[src/rtl/smb_alert_pkg.sv]
package smb_alert_pkg;

    typedef enum logic [2:0] {
        ST_IDLE,
        ST_ADDR,
        ST_ADDR_END,
        ST_ADDR_ACK,
        ST_SEND,
        ST_MACK,
        ST_LOST,
        ST_SKIP
    } resp_state_e;

endpackage

[src/rtl/smb_line_sync.sv]
module smb_line_sync #(
    parameter int STAGES = 2,
    parameter int WIDTH  = 2
) (
    input  logic             clk,
    input  logic             rst_n,
    input  logic [WIDTH-1:0] d,
    output logic [WIDTH-1:0] q
);

    logic [WIDTH-1:0] chain [STAGES];

    always_ff @(posedge clk or negedge rst_n) begin
        if (!rst_n) chain[0] <= '1;
        else        chain[0] <= d;
    end

    for (genvar g = 1; g < STAGES; g++) begin : g_stage
        always_ff @(posedge clk or negedge rst_n) begin
            if (!rst_n) chain[g] <= '1;
            else        chain[g] <= chain[g-1];
        end
    end

    assign q = chain[STAGES-1];

endmodule

[src/rtl/smb_bus_events.sv]
module smb_bus_events (
    input  logic clk,
    input  logic rst_n,
    input  logic scl_s,
    input  logic sda_s,
    output logic start_ev,
    output logic stop_ev,
    output logic scl_rise,
    output logic scl_fall
);

    logic scl_prev;
    logic sda_prev;

    always_ff @(posedge clk or negedge rst_n) begin
        if (!rst_n) begin
            scl_prev <= 1'b1;
            sda_prev <= 1'b1;
        end else begin
            scl_prev <= scl_s;
            sda_prev <= sda_s;
        end
    end

    assign start_ev = scl_s & scl_prev & sda_prev & ~sda_s;
    assign stop_ev  = scl_s & scl_prev & ~sda_prev & sda_s;
    assign scl_rise = scl_s & ~scl_prev;
    assign scl_fall = ~scl_s & scl_prev;

endmodule

[src/rtl/smb_alert_latch.sv]
module smb_alert_latch (
    input  logic clk,
    input  logic rst_n,
    input  logic latch_mode,
    input  logic irq_pend,
    input  logic win_clr,
    output logic int_act
);

    logic irq_prev;

    always_ff @(posedge clk or negedge rst_n) begin
        if (!rst_n) begin
            irq_prev <= 1'b0;
            int_act  <= 1'b0;
        end else begin
            irq_prev <= irq_pend;
            if (!latch_mode)
                int_act <= irq_pend;
            else if (irq_pend && !irq_prev)
                int_act <= 1'b1;
            else if (win_clr)
                int_act <= 1'b0;
        end
    end

endmodule

[src/rtl/smb_alert_responder.sv]
module smb_alert_responder
    import smb_alert_pkg::*;
#(
    parameter int                ADDR_W      = 7,
    parameter logic [ADDR_W-1:0] OWN_ADDR    = 7'h4A,
    parameter logic [ADDR_W-1:0] ALERT_ADDR  = 7'h0C,
    parameter int                SYNC_STAGES = 2
) (
    input  logic clk,
    input  logic rst_n,
    input  logic scl_in,
    input  logic sda_in,
    input  logic latch_mode,
    input  logic irq_pend,
    input  logic flag_hi,
    output logic sda_pd,
    output logic int_pd
);

    localparam int                   DATA_BITS = ADDR_W + 1;
    localparam int                   BIT_W     = $clog2(DATA_BITS);
    localparam logic [BIT_W-1:0]     LAST_BIT  = BIT_W'(DATA_BITS - 1);
    localparam logic [DATA_BITS-1:0] MATCH_BYTE = {ALERT_ADDR, 1'b1};

    logic scl_s, sda_s;
    logic start_ev, stop_ev, scl_rise, scl_fall;
    logic win_clr, int_act;

    resp_state_e          state_q, state_d;
    logic [BIT_W-1:0]     bit_q, bit_d;
    logic [DATA_BITS-1:0] shift_q, shift_d;
    logic [DATA_BITS-1:0] tx_q, tx_d;
    logic                 sda_pd_q;

    smb_line_sync #(
        .STAGES (SYNC_STAGES),
        .WIDTH  (2)
    ) u_sync (
        .clk   (clk),
        .rst_n (rst_n),
        .d     ({scl_in, sda_in}),
        .q     ({scl_s, sda_s})
    );

    smb_bus_events u_evt (
        .clk      (clk),
        .rst_n    (rst_n),
        .scl_s    (scl_s),
        .sda_s    (sda_s),
        .start_ev (start_ev),
        .stop_ev  (stop_ev),
        .scl_rise (scl_rise),
        .scl_fall (scl_fall)
    );

    smb_alert_latch u_latch (
        .clk        (clk),
        .rst_n      (rst_n),
        .latch_mode (latch_mode),
        .irq_pend   (irq_pend),
        .win_clr    (win_clr),
        .int_act    (int_act)
    );

    // Next-state and datapath decisions
    always_comb begin
        state_d = state_q;
        bit_d   = bit_q;
        shift_d = shift_q;
        tx_d    = tx_q;
        win_clr = 1'b0;
        if (start_ev) begin
            state_d = ST_ADDR;
            bit_d   = '0;
        end else if (stop_ev) begin
            state_d = ST_IDLE;
        end else begin
            unique case (state_q)
                ST_IDLE: ;
                ST_ADDR: begin
                    if (scl_rise) begin
                        shift_d = {shift_q[DATA_BITS-2:0], sda_s};
                        if (bit_q == LAST_BIT) state_d = ST_ADDR_END;
                        else                   bit_d   = bit_q + 1'b1;
                    end
                end
                ST_ADDR_END: begin
                    if (scl_fall) begin
                        if (shift_q == MATCH_BYTE && latch_mode && int_act)
                            state_d = ST_ADDR_ACK;
                        else
                            state_d = ST_SKIP;
                    end
                end
                ST_ADDR_ACK: begin
                    if (scl_fall) begin
                        tx_d    = {OWN_ADDR, flag_hi};
                        bit_d   = '0;
                        state_d = ST_SEND;
                    end
                end
                ST_SEND: begin
                    if (scl_rise && tx_q[DATA_BITS-1] && !sda_s) begin
                        state_d = ST_LOST;
                    end else if (scl_fall) begin
                        if (bit_q == LAST_BIT) begin
                            state_d = ST_MACK;
                            win_clr = 1'b1;
                        end else begin
                            bit_d = bit_q + 1'b1;
                            tx_d  = {tx_q[DATA_BITS-2:0], 1'b0};
                        end
                    end
                end
                ST_MACK: begin
                    if (scl_fall) state_d = ST_IDLE;
                end
                ST_LOST: ;
                ST_SKIP: ;
                default: state_d = ST_IDLE;
            endcase
        end
    end

    // State register
    always_ff @(posedge clk or negedge rst_n) begin
        if (!rst_n) begin
            state_q <= ST_IDLE;
            bit_q   <= '0;
            shift_q <= '0;
            tx_q    <= '0;
        end else begin
            state_q <= state_d;
            bit_q   <= bit_d;
            shift_q <= shift_d;
            tx_q    <= tx_d;
        end
    end

    // Output register
    always_ff @(posedge clk or negedge rst_n) begin
        if (!rst_n) sda_pd_q <= 1'b0;
        else        sda_pd_q <= (state_d == ST_ADDR_ACK) ||
                                (state_d == ST_SEND && !tx_d[DATA_BITS-1]);
    end

    assign sda_pd = sda_pd_q;
    assign int_pd = int_act;

endmodule

[config.mk]
export PLATFORM = sky130hd
export DESIGN_NAME = smb_alert_responder
export DESIGN_NICKNAME = d
export VERILOG_FILES = /design/src/rtl/smb_alert_pkg.sv /design/src/rtl/smb_line_sync.sv /design/src/rtl/smb_bus_events.sv /design/src/rtl/smb_alert_latch.sv /design/src/rtl/smb_alert_responder.sv
export SDC_FILE = /design/constraint.sdc
export NUM_CORES = 1
export LEC_CHECK = 0
export BUFFER_PORTS_ARGS = -buffer_cell sky130_fd_sc_hd__buf_2
export CAP_MARGIN = 10
export CORE_AREA = 3 3 50 97
export CTS_BUF_LIST = sky130_fd_sc_hd__clkbuf_8
export DETAILED_ROUTE_END_ITERATION = 10
export DIE_AREA = 0 0 53 100
export GPL_ROUTABILITY_DRIVEN = 0
export GPL_TIMING_DRIVEN = 0
export PLACE_DENSITY = 0.6
export SETUP_SLACK_MARGIN = 0.1
export SLEW_MARGIN = 15
export SYNTH_ARGS = -nofsm -noshare
export SYNTH_HDL_FRONTEND = slang
export SYNTH_SLANG_ARGS = --single-unit
[constraint.sdc]
create_clock -name clk -period 2.3 [get_ports clk]
set_input_delay 0.23 -clock clk [delete_from_list [all_inputs] [get_ports clk]]
set_output_delay 0.23 -clock clk [all_outputs]
set_load 0.05 [all_outputs]
======== Yosys cells after proc, flatten, opt, wreduce, memory -nomap -nowiden ========
Cells that the tools add are included.
word-level totals
  register bits ........................... 31
  input port bits ......................... 7
operators by class
  $add $sub $neg .......................... 1
  eq/ne operators ......................... 19
  muxes and demuxes ....................... 36
  bitwise logic cells ..................... 13
  reductions and logical operators ........ 15
operators by type and width
  cell                                                    number
  2-to-1 mux 3 bit                                        18
  2-to-1 mux 8 bit                                        6
  one-hot mux 8 bit (2 select lines)                      1
  one-hot mux 3 bit (5 select lines)                      1
  == test 3 bit (second input constant)                   4
  inequality test 3 bit (second input constant)           4
  inequality test 2 bit (second input constant)           5
  == test 3 x 2 -> 1 bit (second input constant)          3
  2-to-1 mux 1 bit                                        9
  one-hot mux 3 bit (3 select lines)                      1
  == test 8 x 5 -> 1 bit (second input constant)          1
  bitwise AND 1 bit                                       7
  AND reduction 7 bit                                     1
  logical AND 1 bit                                       6
  inverter 1 bit                                          6
  AND reduction 6 bit                                     1
  AND reduction 4 bit                                     1
  nonzero test 4 bit                                      1
  adder 3 x 1 -> 3 bit (second input constant)            1
  == test 3 x 1 -> 1 bit (second input constant)          1
  logical NOT 1 bit                                       3
  inequality test 3 x 1 -> 1 bit (second input constant)  1
  nonzero test 2 bit                                      1
  logical OR 1 bit                                        1

======== Depth between registers and ports, before layout ========
  depth after elaboration ................. 11
  mapped depth ............................ 9

======== Hierarchy ========
From an unflattened synthesis, not the netlist that was laid out.
unflattened totals
  cells, all modules ...................... 142
  area, all modules ....................... 1536.5 µm²
modules (own cells, without submodules)
  module               times used  cells an instance  area an instance (µm²)
  smb_alert_responder  1           125                1261.2
  smb_line_sync        1           6                  120.1
  smb_bus_events       1           6                  87.6
  smb_alert_latch      1           5                  67.6

======== Worst setup path before layout ========
Ideal clock, no wire load.
  path type ............................... register to register
  start point ............................. register bit_q[0]
  end point ............................... register sda_pd_q, in the netlist sda_pd
  library setup time ...................... 0.079 ns
  arrival time ............................ 1.817 ns
  setup slack ............................. 0.404 ns
  cell stages (with the launch flop) ...... 10
  buffers on the path ..................... 1
  period minus slack after synthesis ...... 1.896 ns
  path through ............................ dfrtp_1 > ha_1 > ha_1 > inv_1 > and3_4 > buf_6 > mux2i_1 > nand3_1 > or3_1 > mux2i_1
on the way
  longest elaborated chain between the ends .. 10
  elaborated cells on any way between the ends .. 20
  those cells by class .................... eq/ne: 3; mux: 14; reduce/logical: 3
ends and longest elaborated chain
  element                             line                        RTL
  from (decl)                         smb_alert_responder.sv:30   logic [BIT_W-1:0] bit_q, bit_d;
  from (signal assigned)              smb_alert_responder.sv:134  bit_q <= bit_d;
  == test 3 bit                       smb_alert_responder.sv:106  if (bit_q == LAST_BIT) begin
  2-to-1 mux 8 bit                    smb_alert_responder.sv:106
  2-to-1 mux 8 bit                    smb_alert_responder.sv:105  end else if (scl_fall) begin
  2-to-1 mux 8 bit                    smb_alert_responder.sv:103  if (scl_rise && tx_q[DATA_BITS-1] && !sda_s) begin
  one-hot mux 8 bit (2 select lines)  smb_alert_responder.sv:78   unique case (state_q)
  2-to-1 mux 8 bit                    smb_alert_responder.sv:75   end else if (stop_ev) begin
  2-to-1 mux 8 bit                    smb_alert_responder.sv:72   if (start_ev) begin
  net tx_d[7]                         smb_alert_responder.sv:32   logic [DATA_BITS-1:0] tx_q, tx_d;
  logical NOT 1 bit                   smb_alert_responder.sv:144  (state_d == ST_SEND && !tx_d[DATA_BITS-1]);
  logical AND 1 bit                   smb_alert_responder.sv:144
  logical OR 1 bit                    smb_alert_responder.sv:143  else sda_pd_q <= (state_d == ST_ADDR_ACK) ||
  to (signal assigned)                smb_alert_responder.sv:143
  to (decl)                           smb_alert_responder.sv:33   logic sda_pd_q;
The timed path passes the listed nets, and every way through them passes these cells. The select of a mux whose other input is x is not followed.
A chain may end at the register's enable or synchronous reset.

======== Final worst setup path ========
Same ends and word-level chain as after synthesis.

==> impl_metrics.env <==
export IMPL_antenna_found_initial=0
export IMPL_firstDrtPassIters=4
export IMPL_numPortBuffers=8
export IMPL_htree_levels=2
export IMPL_grt_overflow_total=0
export IMPL_endpoint="sda_pd"
export IMPL_antenna_cells=0
export IMPL_fin_setup_tns_ps=0
export IMPL_status="finished, violations left"
export IMPL_fin_crit_ps=2070
export IMPL_holdWs_ps=-17.8
export IMPL_grt_pass1_vias=1016
export IMPL_worst_pin_slew_ps=670
export IMPL_hpwl_um=1970
export IMPL_async_flop_share=1.00
export IMPL_die_y_um=100
export IMPL_syn_avg_cell_area_um2=12.5
export IMPL_rsz0062_at_grt="false"
export IMPL_drc=0
export IMPL_ir_drop_uv=435
export IMPL_die_area_mm2=0.00530
export IMPL_die_w_um=53
export IMPL_cts_max_path_buffers=2
export IMPL_ff2ff_path_depth=9
export IMPL_reg2reg_slack_ps=230
export IMPL_final_common_cell="dfrtp_1"
export IMPL_crit_start="bit_q[0]"
export IMPL_drive_above_1_share=0.366
export IMPL_area_delta_synth_final_pct=18.3
export IMPL_synth_cells=115
export IMPL_cp_required_ps=2500
export IMPL_wl_um=2730
export IMPL_ys_types=42
export IMPL_fillers=422
export IMPL_numCtsBuffers=5
export IMPL_setup_viol=0
export IMPL_clock_latency_ps=280
export IMPL_final_nets=142
export IMPL_crit_path_end_kind="flip-flop"
export IMPL_synthesis_area_mm2=0.00144
export IMPL_yosysWarnings=0
export IMPL_fin_cells=186
export IMPL_rows=33
export IMPL_slew_headroom=0.553
export IMPL_synth_top_area_share=0.436
export IMPL_cap_violations=0
export IMPL_hold_violations=25
export IMPL_hp_class="in -> async"
export IMPL_ys_ff_latch=31
export IMPL_drv_slew=0
export IMPL_fin_worst_skew_ps=3.04
export IMPL_r2r_end="sda_pd"
export IMPL_cts_hold_buf=0
export IMPL_via_count=948
export IMPL_finalCritPeriodShare=0.902
export IMPL_synth_fp_nets=124
export IMPL_worst_path_max_fanout=9
export IMPL_ys_seq_area_frac=0.545
export IMPL_cts_tree="done"
export IMPL_ant_nets=0
export IMPL_synth_edf_count=0
export IMPL_clock_sinks=31
export IMPL_pin_count=9
export IMPL_fmax_mhz=482
export IMPL_crit_type="reg -> reg"
export IMPL_cp_arrival_ps=2270
export IMPL_startpoint_type="flip-flop"
export IMPL_initial_core_util=0.344
export IMPL_path_clk_slew_ps=60
export IMPL_grt_pass1_wl_um=4820
export IMPL_synth_main_ff_cell="dfrtp_1"
export IMPL_p_leak_nw=0.764
export IMPL_mostFrequentLayoutCells="dfrtp_1 (25), mux2_2 (8), buf_2 (8), nand2_1 (7), clkbuf_8 (7)"
export IMPL_cts_root_buf="clkbuf_8"
export IMPL_drtIter0Drc=15
export IMPL_coreArea_mm2=0.00417
export IMPL_power_density_mw_per_mm2=831
export IMPL_wl_per_cell_um=14.7
export IMPL_grt_max_degree=32
export IMPL_power_total_mw=1.41
export IMPL_rr_startpoint="bit_q[0]"
export IMPL_dp_cells=175
export IMPL_yosys_top_cells_area="dfrtp_1 (44%), dfstp_2 (11%), mux2_2 (6.3%)"
export IMPL_violations="negative hold slack"
export IMPL_routed_via_density=5.10
export IMPL_yosysTopAreaCell="dfrtp_1"
export IMPL_track_usage=0.124
[stage by stage]
stage,worst slack (ps),instance area [um^2],util
3_5_place_dp,74.5,1540,0.370
6_report,226,1700,0.407
2_1_floorplan,404,1440,-
4_1_cts,104,1650,0.395
5_1_grt,82.5,1700,0.407
3_3_place_gp,97.6,1540,0.370
[routing by layer]
layer / wire [um] / vias up / part of all wire / GRT usage
li1: - / 456 / - / -
met1: 990 / 464 / 0.36 / 0.133
met2: 1560 / 22 / 0.57 / 0.216
met3: 104 / 6 / 0.038 / 0.0312
met4: 74 / 0 / 0.027 / 0.0591
met5: 0 / - / 0 / 0
[report_power, final]
group / internal (mW) / switching [mW]
Combinational: 0.143 / 0.137
Sequential: 0.623 / 0.0529
Clock: 0.268 / 0.188
[cells in the mapped netlist (all sizes together), types with 2 or more instances]
cell and instances:
a211oi 2, a21oi 3, a22o 6, a22oi 2
and2b 2, and3 3, buf 4, dfrtp 25
dfstp 6, ha 2, inv 5, mux2 8
mux2i 5, nand2 7, nand3 5, nand3b 4
nor2 3, nor3b 3, o21ai 5
[repair_timing]
action,in CTS,in global routing
resized for setup,2,4
setup buffers,0,3
setup endpoints to repair,1,1
pin swaps,0,1
cloned,0,0
endpoints found under the hold margin,0,0
[how the worst min path moves through the flow]
stage               slack [ps]        to  startpoint  cells past startpoint
floorplan                  -70  bit_q[0]       rst_n                      0
global placement           290  bit_q[0]       rst_n                      1
detailed placement         310  bit_q[1]       rst_n                      1
CTS                          2    sda_pd       rst_n                      1
global route                30  bit_q[2]       rst_n                      1
finish                     -20  bit_q[1]       rst_n                      1
[cell type report]
cell class              count  area, um^2  area share
flip-flops and latches     31         783       0.461
plain buffers               5        56.3      0.0331
well taps                  52        65.1      0.0383
repair buffers             11        62.6      0.0368
clock inverters             1        3.75     0.00221
inverters                   5        18.8      0.0110
clock buffers               7        96.3      0.0567
multi-input cells          74         613       0.361
[sequential cells by signal, summed over array words and instances, names as in the netlist]
| register | cells |
|---|---|
| u_evt.sda_prev | 1 |
| shift_q | 8 |
| u_sync.q | 2 |
| u_latch.irq_prev | 1 |
| tx_q | 8 |
| sda_pd | 1 |
| u_latch.int_act | 1 |
| u_sync.chain | 2 |
| state_q | 3 |
| bit_q | 3 |
| u_evt.scl_prev | 1 |
[critical path: stages (launching register included)]
cell     delay [ps]
dfrtp_1         390
ha_1            230
ha_4            190
inv_1            70
and3_4          170
buf_6           130
mux2i_1         180
nand3_1         120
or3_4           350
mux2i_4         160
[kinds of logic (layout without fill, tap and decap cells)]
logic type | after synthesis | in the layout | synth area share
simple gates | 34 | 34 | 0.147
fa+ha+maj | 2 | 2 | 0.0174
compound gates | 24 | 24 | 0.134
xor+xnor | 1 | 1 | 0.00610
flops | 31 | 31 | 0.545
mux | 13 | 13 | 0.0976
buf+inv | 10 | 29 | 0.0523
No activity file was read; power rests on OpenSTA's default activity.
